File: src/rtl/cfgctl_pkg.sv
// Shared constants for the configuration controller register bank.
// Assumes byte offsets on a 32-bit word bus; offsets fit in 8 bits.
package cfgctl_pkg;

    localparam int DW        = 32;
    localparam int NUM_STORE = 8;

    localparam logic [DW-1:0] UNLOCK_KEY = 32'h757B_DF0D;
    localparam logic [DW-1:0] IRQ_IMPL   = 32'hF8F7_F87F;

    localparam int OFF_ISR    = 8'h0C;
    localparam int OFF_STATUS = 8'h14;
    localparam int OFF_UNLOCK = 8'h34;

    localparam int STS_QFULL_BIT = 31;
    localparam int STS_INIT_BIT  = 4;

    // Storage registers: index 0 ctrl, 1 lock, 2 mask, 3 src addr,
    // 4 dst addr, 5 src len, 6 dst len, 7 misc control.
    localparam int STORE_OFF [NUM_STORE] = '{
        8'h00, 8'h04, 8'h10, 8'h18, 8'h1C, 8'h20, 8'h24, 8'h80
    };
    localparam logic [DW-1:0] STORE_IMPL [NUM_STORE] = '{
        32'h4C00_0000, 32'h0000_001F, IRQ_IMPL, 32'hFFFF_FFFF,
        32'hFFFF_FFFF, 32'hFFFF_FFFF, 32'hFFFF_FFFF, 32'h0000_0010
    };
    localparam logic [DW-1:0] STORE_RST [NUM_STORE] = '{
        32'h0, 32'h0, IRQ_IMPL, 32'h0, 32'h0, 32'h0, 32'h0, 32'h0
    };

    localparam int IDX_CTRL = 0;
    localparam int IDX_LOCK = 1;
    localparam int IDX_MASK = 2;
    localparam int IDX_SRCA = 3;
    localparam int IDX_DSTA = 4;
    localparam int IDX_SRCL = 5;
    localparam int IDX_DSTL = 6;
    localparam int IDX_MISC = 7;

endpackage

File: src/rtl/cfgctl_keygate.sv
// Unlock gate: opens once the key is written to the unlock register
// and stays open until reset. Assumes wr_unlock is a qualified write strobe.
module cfgctl_keygate (
    input  logic        clk,
    input  logic        rst_n,
    input  logic        wr_unlock,
    input  logic [31:0] wdata,
    output logic        unlocked
);
    import cfgctl_pkg::*;

    // Latch the open state on a matching key write.
    always_ff @(posedge clk) begin
        if (!rst_n)
            unlocked <= 1'b0;
        else if (wr_unlock && wdata == UNLOCK_KEY)
            unlocked <= 1'b1;
    end
endmodule

File: src/rtl/cfgctl_store.sv
// Plain storage register with a per-bit implemented mask.
// Assumes we is already qualified by decode and the unlock gate.
module cfgctl_store #(
    parameter int              W    = 32,
    parameter logic [W-1:0]    IMPL = '1,
    parameter logic [W-1:0]    RST  = '0
) (
    input  logic         clk,
    input  logic         rst_n,
    input  logic         we,
    input  logic [W-1:0] wdata,
    output logic [W-1:0] q
);
    // Capture write data, keeping only implemented bits.
    always_ff @(posedge clk) begin
        if (!rst_n)
            q <= RST & IMPL;
        else if (we)
            q <= wdata & IMPL;
    end
endmodule

File: src/rtl/cfgctl_irq.sv
// Sticky interrupt status with write-one-to-clear and a registered,
// masked interrupt line. Set events win over a same-cycle clear.
module cfgctl_irq #(
    parameter int           W    = 32,
    parameter logic [W-1:0] IMPL = '1
) (
    input  logic         clk,
    input  logic         rst_n,
    input  logic         clr_we,
    input  logic [W-1:0] clr_data,
    input  logic [W-1:0] evt_set,
    input  logic [W-1:0] mask,
    output logic [W-1:0] status,
    output logic         irq
);
    for (genvar b = 0; b < W; b++) begin : g_bit
        if (IMPL[b]) begin : g_impl
            // Sticky bit: set has priority over clear.
            always_ff @(posedge clk) begin
                if (!rst_n)
                    status[b] <= 1'b0;
                else if (evt_set[b])
                    status[b] <= 1'b1;
                else if (clr_we && clr_data[b])
                    status[b] <= 1'b0;
            end
        end else begin : g_tie
            assign status[b] = 1'b0;
        end
    end

    // Register the OR of unmasked pending bits.
    always_ff @(posedge clk) begin
        if (!rst_n)
            irq <= 1'b0;
        else
            irq <= |(status & ~mask);
    end
endmodule

File: src/rtl/cfgctl_regbank.sv
// Register bank top: decodes the bus, gates writes behind the unlock
// key, holds storage registers and interrupt status, muxes reads.
// Assumes reads are combinational and writes complete in one cycle.
module cfgctl_regbank #(
    parameter int ADDR_W = 8
) (
    input  logic              clk,
    input  logic              rst_n,
    input  logic              bus_valid,
    input  logic              bus_write,
    input  logic [ADDR_W-1:0] bus_addr,
    input  logic [31:0]       bus_wdata,
    output logic [31:0]       bus_rdata,
    input  logic [31:0]       evt_set,
    input  logic              dma_queue_full,
    input  logic              init_level,
    output logic              irq_out,
    output logic [31:0]       ctrl_out,
    output logic [31:0]       lock_out,
    output logic [31:0]       misc_out,
    output logic [31:0]       dma_src_addr,
    output logic [31:0]       dma_dst_addr,
    output logic [31:0]       dma_src_len,
    output logic [31:0]       dma_dst_len
);
    import cfgctl_pkg::*;

    logic                 unlocked;
    logic                 wr_any;
    logic                 wr_acc;
    logic                 hit_isr;
    logic                 hit_status;
    logic                 hit_unlock;
    logic [NUM_STORE-1:0] hit_store;
    logic [DW-1:0]        store_q [NUM_STORE];
    logic [DW-1:0]        isr_q;
    logic [DW-1:0]        mask_q;
    logic [DW-1:0]        status_word;

    assign wr_any     = bus_valid && bus_write;
    assign wr_acc     = wr_any && unlocked;
    assign hit_isr    = (bus_addr == ADDR_W'(OFF_ISR));
    assign hit_status = (bus_addr == ADDR_W'(OFF_STATUS));
    assign hit_unlock = (bus_addr == ADDR_W'(OFF_UNLOCK));

    cfgctl_keygate u_key (
        .clk       (clk),
        .rst_n     (rst_n),
        .wr_unlock (wr_any && hit_unlock),
        .wdata     (bus_wdata),
        .unlocked  (unlocked)
    );

    for (genvar i = 0; i < NUM_STORE; i++) begin : g_store
        assign hit_store[i] = (bus_addr == ADDR_W'(STORE_OFF[i]));
        cfgctl_store #(
            .W    (DW),
            .IMPL (STORE_IMPL[i]),
            .RST  (STORE_RST[i])
        ) u_reg (
            .clk   (clk),
            .rst_n (rst_n),
            .we    (wr_acc && hit_store[i]),
            .wdata (bus_wdata),
            .q     (store_q[i])
        );
    end

    assign mask_q = store_q[IDX_MASK];

    cfgctl_irq #(
        .W    (DW),
        .IMPL (IRQ_IMPL)
    ) u_irq (
        .clk      (clk),
        .rst_n    (rst_n),
        .clr_we   (wr_acc && hit_isr),
        .clr_data (bus_wdata),
        .evt_set  (evt_set),
        .mask     (mask_q),
        .status   (isr_q),
        .irq      (irq_out)
    );

    // Build the read-only status word from neighbour levels.
    always_comb begin
        status_word                = '0;
        status_word[STS_QFULL_BIT] = dma_queue_full;
        status_word[STS_INIT_BIT]  = init_level;
    end

    // Read mux: unmapped offsets and the unlock register return zero.
    always_comb begin
        bus_rdata = '0;
        for (int i = 0; i < NUM_STORE; i++)
            if (hit_store[i])
                bus_rdata = store_q[i];
        if (hit_isr)
            bus_rdata = isr_q;
        if (hit_status)
            bus_rdata = status_word;
    end

    assign ctrl_out     = store_q[IDX_CTRL];
    assign lock_out     = store_q[IDX_LOCK];
    assign misc_out     = store_q[IDX_MISC];
    assign dma_src_addr = store_q[IDX_SRCA];
    assign dma_dst_addr = store_q[IDX_DSTA];
    assign dma_src_len  = store_q[IDX_SRCL];
    assign dma_dst_len  = store_q[IDX_DSTL];
endmodule

File: config.mk
export PLATFORM = sky130hd
export DESIGN_NAME = cfgctl_regbank
export DESIGN_NICKNAME = d
export VERILOG_FILES = /design/src/rtl/cfgctl_pkg.sv /design/src/rtl/cfgctl_keygate.sv /design/src/rtl/cfgctl_store.sv /design/src/rtl/cfgctl_irq.sv /design/src/rtl/cfgctl_regbank.sv
export SDC_FILE = /design/constraint.sdc
export NUM_CORES = 1
export LEC_CHECK = 0
export BUFFER_PORTS_ARGS = -buffer_cell sky130_fd_sc_hd__buf_2
export CORE_ASPECT_RATIO = 1.25
export CORE_MARGIN = 8
export CORE_UTILIZATION = 25
export DETAILED_ROUTE_END_ITERATION = 12
export PLACE_DENSITY = 0.43
export SETUP_SLACK_MARGIN = 0.4
export SLEW_MARGIN = 20
export SYNTH_ARGS = -nofsm -noshare
export SYNTH_HDL_FRONTEND = slang
export SYNTH_SLANG_ARGS = --single-unit
File: constraint.sdc
create_clock -name clk -period 5.5 [get_ports clk]
set_clock_uncertainty 0.2 [all_clocks]
set_input_delay 1.375 -clock clk [delete_from_list [all_inputs] [get_ports clk]]
set_output_delay 1.375 -clock clk [all_outputs]
set_load 0.03 [all_outputs]
======== Word level (Yosys, flattened, before mapping) ========
Index checks and enable logic that the tools add are counted.
storage, ports and cells
  register bits ........................... 187
  logic and storage cells ................. 168
  input bits .............................. 78
operators by class
  bitwise operators ....................... 2
  mux-type cells .......................... 58
  reduce and logical (&&, ||, !) cells .... 63
  equality and inequality tests ........... 11
operator list
  kind                    number
  $mux W32                9
  $mux W1                 48
  $reduce_bool A2 Y1      24
  $logic_and A1 B1 Y1     37
  $and A32 B32 Y32        1
  $eq A32 B31 Y1 const B  1
  $eq A8 B5 Y1 const B    4
  $not A32 Y32            1
  $reduce_or A32 Y1       1
  $mux W31                1
  $eq A8 B6 Y1 const B    3
  $eq A8 B3 Y1 const B    1
  $eq A8 B4 Y1 const B    1
  $eq A8 B8 Y1 const B    1
  $logic_not A8 Y1        1

======== Logic depth before layout (Yosys ltp) ========
Gate-level depths: netlist of run 1.
  word-level depth ........................ 11
  gate-level depth with buffers ........... 8
  depth with buffers taken out ............ 4

======== Modules after synthesis ========
Synthesis of run 1 repeated with hierarchy kept, for this count alone.
second synthesis, totals
  cell total of the unflattened synthesis .. 1278
  area total of the unflattened synthesis .. 11182.0 um^2
by module, submodules not included
  module                               area each (um^2)  times used  cells an instance
  cfgctl_store (g_store[3].u_reg ...)  1243.7            4           103
  cfgctl_regbank                       3052.9            1           497
  cfgctl_irq                           1088.5            1           151
  cfgctl_store (g_store[2].u_reg)      933.4             1           86
  cfgctl_store (g_store[1].u_reg)      399.1             1           44
  cfgctl_store (g_store[0].u_reg)      330.3             1           39
  cfgctl_store (g_store[7].u_reg)      272.8             1           35
  cfgctl_keygate                       130.1             1           14

======== Worst setup path after synthesis of run 1 ========
OpenSTA, ideal clock, no wires.
  kind .................................... in2out
  start ................................... input port bus_addr[6]
  end ..................................... output port bus_rdata[4]
  data arrival time ....................... 3435 ps
  path buffers ............................ 2
  cell stages on the path ................. 6
  path slack .............................. 490 ps
  cell sequence ........................... buf_2 > or4b_4 > or2_1 > buf_6 > o22a_1 > o311ai_1
on the way
  word-level cells in the longest chain between the ends .. 10
  elaborated cells between the ends (all ways) .. 18
ends and longest elaborated chain
  element                line                   RTL
  start: declaration     cfgctl_regbank.sv:11   input logic [ADDR_W-1:0] bus_addr,
  $eq A8 B3 Y1           cfgctl_regbank.sv:55   assign hit_store[i] = (bus_addr == ADDR_W'(STORE_OFF[i]));
  $mux W32 (7 in a row)  cfgctl_regbank.sv:96   if (hit_store[i])
  $mux W32               cfgctl_regbank.sv:98   if (hit_isr)
  $mux W32 *             cfgctl_regbank.sv:100  if (hit_status)
  end: declaration       cfgctl_regbank.sv:13   output logic [31:0] bus_rdata,
Every way passes the cells marked *; elsewhere a longest branch is shown, timed or not.

======== Worst setup path after layout of run 1 ========
  start ................................... input port bus_addr[4]
  end ..................................... output port bus_rdata[27]
on the way
  word-level cells in the longest chain between the ends .. 11
  elaborated cells between the ends (all ways) .. 20
ends and longest elaborated chain
  element                line
  $logic_not A8 Y1       cfgctl_regbank.sv:55
  $mux W31               cfgctl_regbank.sv:96
  $mux W32 (7 in a row)  cfgctl_regbank.sv:96
  $mux W32               cfgctl_regbank.sv:98
  $mux W32 *             cfgctl_regbank.sv:100
Marks and branches as above.

==> results of run 1 <==
==> cells in the mapped netlist, types with 3 or more instances <==
cell type / n / share of area
nand2_1: 337 / 0.14
dfxtp_1: 187 / 0.41
a21oi_1: 157 / 0.085
buf_4: 90 / 0.073
clkbuf_1: 60 / 0.024
nor2_1: 48 / 0.020
o21ai_0: 44 / 0.024
nand3_1: 35 / 0.019
buf_2: 30 / 0.016
inv_1: 28 / 0.011
mux2i_1: 27 / 0.029
o21a_1: 24 / 0.020
a2bb2oi_1: 17 / 0.016
o2bb2ai_1: 17 / 0.016
o21ai_1: 12 / 0.0065
o22ai_1: 12 / 0.0081
and3_1: 11 / 0.0075
nor3_1: 10 / 0.0054
a211oi_1: 9 / 0.0073
nor4_1: 8 / 0.0054
nand4_1: 5 / 0.0034
a31oi_1: 4 / 0.0027
a221oi_1: 3 / 0.0028
a22o_1: 3 / 0.0028
mux2_2: 3 / 0.0037
nand2b_1: 3 / 0.0020
nor4b_2: 3 / 0.0049
or3_1: 3 / 0.0020
or4b_1: 3 / 0.0033
==> cell type report <==
cell class,instances,area (um2)
multi-input cells,918,4679
flip-flops and latches,187,3744
fillers,4013,25200
clock inverters,12,116.4
clock buffers,18,439.2
well taps,480,600.6
inverters,28,112.6
repair buffers,281,1514
==> state kept, by name, indices dropped and copies added, names as in the netlist <==
register         count
g_store.u_reg.q    161
u_irq.irq            1
u_irq.status        24
u_key.unlocked       1
==> routing by layer <==
layer | global-route usage | vias to the layer above | routed length [um]
met1 | 0.2238 | 4393 | 17690
met4 | 0.08309 | 0 | 1417
met2 | 0.3336 | 351 | 21460
met3 | 0.04344 | 44 | 2539
met5 | 0 | - | 0
li1 | - | 4411 | -
==> worst register-to-register path: cells and delay by family, from the launching register on <==
family                 cells  cell delay, ns
DFF                        1            0.36
and+or+nand+nor            3            1.15
buffers and inverters      1            0.46
AOI/OAI and AO/OA          1            0.07
==> stage by stage <==
step                instances  setup WS [ns]  instance area (um2)  utilization  total power [W]
global placement         1894         0.4378                10640       0.2923         0.001682
floorplan                1316         0.4902                 9553            -         0.001626
CTS                      1924         0.4190                11200       0.3077         0.002922
detailed placement       1894         0.4263                10650       0.2925         0.001683
finish                   1924         0.4570                11210       0.3078         0.002886
global route             1924         0.4197                11210       0.3078         0.002988
==> cells in the final DEF, fill, tap and decap left out, types with 3 or more instances in the layout <==
cell type | synthesis | final
and3_1 | 11 | 10
nor2_1 | 48 | 47
inv_6 | 0 | 4
buf_2 | 30 | 238
conb_1 | 1 | 87
o2bb2ai_1 | 17 | 17
buf_4 | 90 | 42
or3_1 | 3 | 3
a221oi_1 | 3 | 3
a211oi_1 | 9 | 9
o22ai_1 | 12 | 12
a31oi_1 | 4 | 4
dfxtp_1 | 187 | 187
nand4_1 | 5 | 5
nand2b_1 | 3 | 3
mux2_2 | 3 | 3
a22o_1 | 3 | 3
or4b_1 | 3 | 3
nor4_1 | 8 | 8
o21ai_0 | 44 | 44
nor3_1 | 10 | 10
o21ai_1 | 12 | 12
a2bb2oi_1 | 17 | 17
o21a_1 | 24 | 24
a21oi_1 | 157 | 157
clkbuf_16 | 0 | 17
inv_1 | 28 | 27
clkinvlp_4 | 0 | 5
nand2_1 | 337 | 337
nand3_1 | 35 | 34
nor3_4 | 1 | 3
mux2i_1 | 27 | 27
==> how the worst max path moves through the flow <==
stage                    endpoint         from  slack [ns]  cells past startpoint
floorplan            bus_rdata[4]  bus_addr[6]        0.49                      6
global placement    bus_rdata[27]  bus_addr[5]        0.44                      7
detailed placement  bus_rdata[27]  bus_addr[5]        0.43                      7
CTS                 bus_rdata[27]  bus_addr[5]        0.42                      7
global route        bus_rdata[27]  bus_addr[4]        0.42                      7
finish              bus_rdata[27]  bus_addr[4]        0.46                      7
==> cell families after synthesis <==
group           Yosys count
flops                   187
simple gates            486
buf+inv                 211
mux                      30
other cells               1
compound gates          315
==> power groups by stage <==
stage | sequential [W] | combinational (W) | clock (W)
finish | 0.00137 | 0.000280 | 0.00123
global route | 0.00137 | 0.000300 | 0.00132
CTS | 0.00137 | 0.000280 | 0.00127
detailed placement | 0.00140 | 0.000280 | 0
global placement | 0.00140 | 0.000279 | 0
floorplan | 0.00140 | 0.000224 | 0
==> results.ini, run 1 <==
[timing]
rsz0062_at_grt = false
timing.hold.ws_ns = 0.2653
timing.fmax_ghz = 0.1983
fin_crit_sh = 0.9169
hold_viol_final = 0
min_period_ns = 5.043
slew_violations = 0
slew_headroom = 0.3820
worstMarginPinSlew_ns = 0.9270
tns_ns = 0
finalSetupViolations = 0

[detailed_routing]
viasPerCell = 4.781
drt-initial-drc-count = 676
drc = 0
num_vias = 9199
ant_nets = 0
totalWireLength_mm = 43.11
wire_per_inst_um = 22.40
firstDrtPassIters = 4

[worst_hold_path]
hold_path_end = g_store[5].u_reg.q[31]$_SDFFE_PN0P_
worstHoldPathCells = 2
hold_start = g_store[5].u_reg.q[31]$_SDFFE_PN0P_
holdCritPathClass = flip-flop to flip-flop

[yosys]
synthFlopType = dfxtp_1
synth_simple_gate_area_frac = 0.2299
synth-edff-count = 0
synth_compound_gate_area_share = 0.2039
synth_mux_area_frac = 0.03294
syn_inst = 1230
synth_top_family_by_area = simple AND/OR/NAND/NOR gates
synth_xor_area_frac = 0
synth_fa_ha_area_frac = 0
syn_area_um2 = 9230
yosysSeqAreaShare = 0.4056
ys.warnings.count = 0
async_flop_share = 0
avgSynthCellArea_um2 = 7.504
ys_ff_latch = 187
yosysUniqueCellTypes = 57

[floorplan]
fp.dieH_um = 230.8
rows = 78
start_util = 0.2536
core_um2 = 36400
io_pins = 335
die_width_um = 187.9
dieArea_um2 = 43360

[critical_path]
path_cells = buf_2, or4b_4, or2_1, buf_4, o221a_2, o21ai_1, buf_2
max_stage_delay_ns = 0.62
ff2ff_path_depth = 5
regToRegSetupSlack_ns = 3.09
worstSetupEndpointType = output pin
cp_max_fo = 18
cpMostUsedCell = buf_2
r2r_end = g_store[4].u_reg.q[11]$_SDFFE_PN0P_
crit_required_ns = 3.92
critPathLaunchType = input port
crit_type = input port to output pin
worst-path-buf-inv = 3
slowest_stage = or4b_4
rr_startpoint = u_key.unlocked$_SDFFE_PN0P_
path_delay_family = simple AND/OR/NAND/NOR gates
cp.arrival_ns = 3.47

[power]
power_density_nw_per_um2 = 257.6
switching_share = 0.2852
power.internal_w = 0.002063
p_leak_nw = 4.944
peakVddDrop_v = 0.0001687
p_seq_frac = 0.475
combinationalPowerShare = 0.097
switching_power_w = 0.0008233
clkPwrFrac = 0.428

[global_routing]
antenna_found_initial = 0
grt_usage = 0.1920
grt_first_pass_wirelength_mm = 62.27
grt_pass1_vias = 9035
overflow = 0
grt_max_degree = 140

[clock_network]
clk_pin_slew_ns = 0.07
clock_path_buffers = 2
cts_made_buffers = 17
root_buffer = clkbuf_16
cts_resized = 0
clkLatencyLatePin_ns = 0.45
cts.sinks = 187
tritoncts = yes
ctsHoldBuffers = 0
post_cts_buffers = 0
htreeDepth = 4

[finish]
areaGrowthSynthToFinish_pct = 21.40
antenna-diode-count = 0
layout.nets = 1511
drive_gt1_frac = 0.2285

[status]
status = completed

[placed_design]
dpl.hpwl_mm = 31.42
place.gp.congestion = 0.8064
port-buffer-count = 239

[job]
drv_cap = 0

Power figures use the tool's default switching activity.
==> inputs of run 2 (changes only) <==
--- a/config.mk
+++ b/config.mk
@@ -8,9 +8,9 @@
 export BUFFER_PORTS_ARGS = -buffer_cell sky130_fd_sc_hd__buf_2
 export CORE_ASPECT_RATIO = 1.25
 export CORE_MARGIN = 8
-export CORE_UTILIZATION = 25
+export CORE_UTILIZATION = 30
 export DETAILED_ROUTE_END_ITERATION = 12
-export PLACE_DENSITY = 0.43
+export PLACE_DENSITY = 0.5
 export SETUP_SLACK_MARGIN = 0.4
 export SLEW_MARGIN = 20
 export SYNTH_ARGS = -nofsm -noshare
==> run 2 against run 1 <==
Effect of this change: clock power is 6% higher; non-clock buffer count is 2 higher; fmax is 1.1% higher; worst setup slack better by 0.055 ns; final area is 0.17% lower; final cell count is 3.6% lower; power is 2.2% higher; sequential cell count stayed put; critical path type unchanged; largest cell class unchanged.
==> results.ini, run 2 (same netlist as run 1, synthesis figures left out) <==
[status]
status = completed

[detailed_routing]
ant_nets = 0
totalWireLength_mm = 40.48
num_vias = 9264
viasPerCell = 4.997
drt-initial-drc-count = 670
drc = 0
firstDrtPassIters = 5
wire_per_inst_um = 21.83

[job]
drv_cap = 0

[global_routing]
overflow = 0
antenna_found_initial = 1
grt_usage = 0.2137
grt_first_pass_wirelength_mm = 59.36
grt_pass1_vias = 9035
grt_max_degree = 75

[finish]
layout_common_cells = nand2_1 (337), buf_2 (239), dfxtp_1 (187)
areaGrowthSynthToFinish_pct = 21.20
top_regs = g_store.u_reg.q x161, u_irq.status x24
final_common_cell = nand2_1
largest-register = g_store.u_reg.q
largest_reg_flops = 161
final_cell_count_no_fill = 1854
drive_gt1_frac = 0.2281
layout.nets = 1513
antenna-diode-count = 0

[floorplan]
dieArea_um2 = 36670
start_util = 0.3013
io_pins = 335
rows = 72
core_um2 = 30630
die_width_um = 172.9
fp.dieH_um = 212.1

[critical_path]
path_cells = buf_2, buf_4, or4_1, nor2_1, buf_4, nand2_1, o21ai_0, buf_2
slowest_stage = or4_1
cp.arrival_ns = 3.41
path_delay_family = simple AND/OR/NAND/NOR gates
worstSetupEndpointType = output pin
critPathLaunchType = input port
cp_max_fo = 23
crit_type = input port to output pin
worst-path-buf-inv = 4
max_stage_delay_ns = 0.66
crit_required_ns = 3.92

[timing]
tns_ns = 0
slew_headroom = 0.2805
fin_crit_sh = 0.9070
timing.hold.ws_ns = 0.2622
finalSetupViolations = 0
min_period_ns = 4.988
timing.fmax_ghz = 0.2005
slew_violations = 0
rsz0062_at_grt = false
worstMarginPinSlew_ns = 1.079
hold_viol_final = 0

[clock_network]
cts_made_buffers = 17
clock_path_buffers = 2
ctsHoldBuffers = 0
root_buffer = clkbuf_16
clk_pin_slew_ns = 0.07
htreeDepth = 4
cts.sinks = 187
clkLatencyLatePin_ns = 0.43
tritoncts = yes

[power]
p_leak_nw = 4.989
peakVddDrop_v = 0.0001783
power_density_nw_per_um2 = 263.6

[placed_design]
place.gp.congestion = 0.8166
dpl.hpwl_mm = 29.92
port-buffer-count = 239
dp.cells = 1822

[worst_hold_path]
holdCritPathClass = flip-flop to flip-flop

[run 2: worst reg2reg max path, stage by stage (launching register included)]
cell     delay, ns
dfxtp_1       0.35
and3_1        0.47
nand3_1       0.74
buf_4         0.53
nand2_1       0.12
a21oi_1       0.06
[run 2: worst paths after layout]
check / start / to / slack [ns] / cells after the start
hold / removal: g_store[3].u_reg.q[12]$_SDFFE_PN0P_ / g_store[3].u_reg.q[12]$_SDFFE_PN0P_ / 0.26 / 2
hold reg to reg: g_store[3].u_reg.q[12]$_SDFFE_PN0P_ / g_store[3].u_reg.q[12]$_SDFFE_PN0P_ / 0.26 / 2
setup reg to reg: u_key.unlocked$_SDFFE_PN0P_ / g_store[5].u_reg.q[11]$_SDFFE_PN0P_ / 2.87 / 5
setup / recovery: bus_addr[5] / bus_rdata[1] / 0.51 / 8
[run 2: repair_timing]
item | in CTS | in global routing
buffers inserted | 0 | 1
endpoints found under the setup margin | 0 | 13
resized for setup | 0 | 1
endpoints found under the hold margin | 0 | 0
[run 2: layout make-up]
cell class / count / area (um2)
repair buffers: 283 / 1551
well taps: 407 / 509.2
clock inverters: 12 / 163.9
flip-flops and latches: 187 / 3744
fillers: 3273 / 19440
multi-input cells: 918 / 4678
clock buffers: 19 / 432.9
inverters: 28 / 107.6
[run 2: metal layers]
metal,vias up,share of wire,GRT usage,routed length (um)
met5,-,0.00025,0,10
met4,2,0.035,0.1015,1434
met3,63,0.061,0.04690,2470
met2,394,0.50,0.3779,20420
met1,4402,0.40,0.2425,16140
li1,4403,-,-,-
[run 2: through the flow]
step           power [W]  area, um2  setup WS, ns  utilization
2_1_floorplan   0.001626       9553        0.4902            -
4_1_cts         0.002972      11170        0.4223       0.3647
6_report        0.002949      11190        0.5117       0.3652
3_5_place_dp    0.001681      10580        0.4427       0.3453
5_1_grt         0.003048      11190        0.4319       0.3652
3_3_place_gp    0.001681      10580        0.4195       0.3453
[run 2: report_power, final]
part	switching, W	leakage (nW)	internal [W]
combinational	0.000217	3.19	0.0000629
clock	0.000576	0.289	0.000722
sequential	0.00000713	1.51	0.00137
total	0.000799	4.99	0.00215
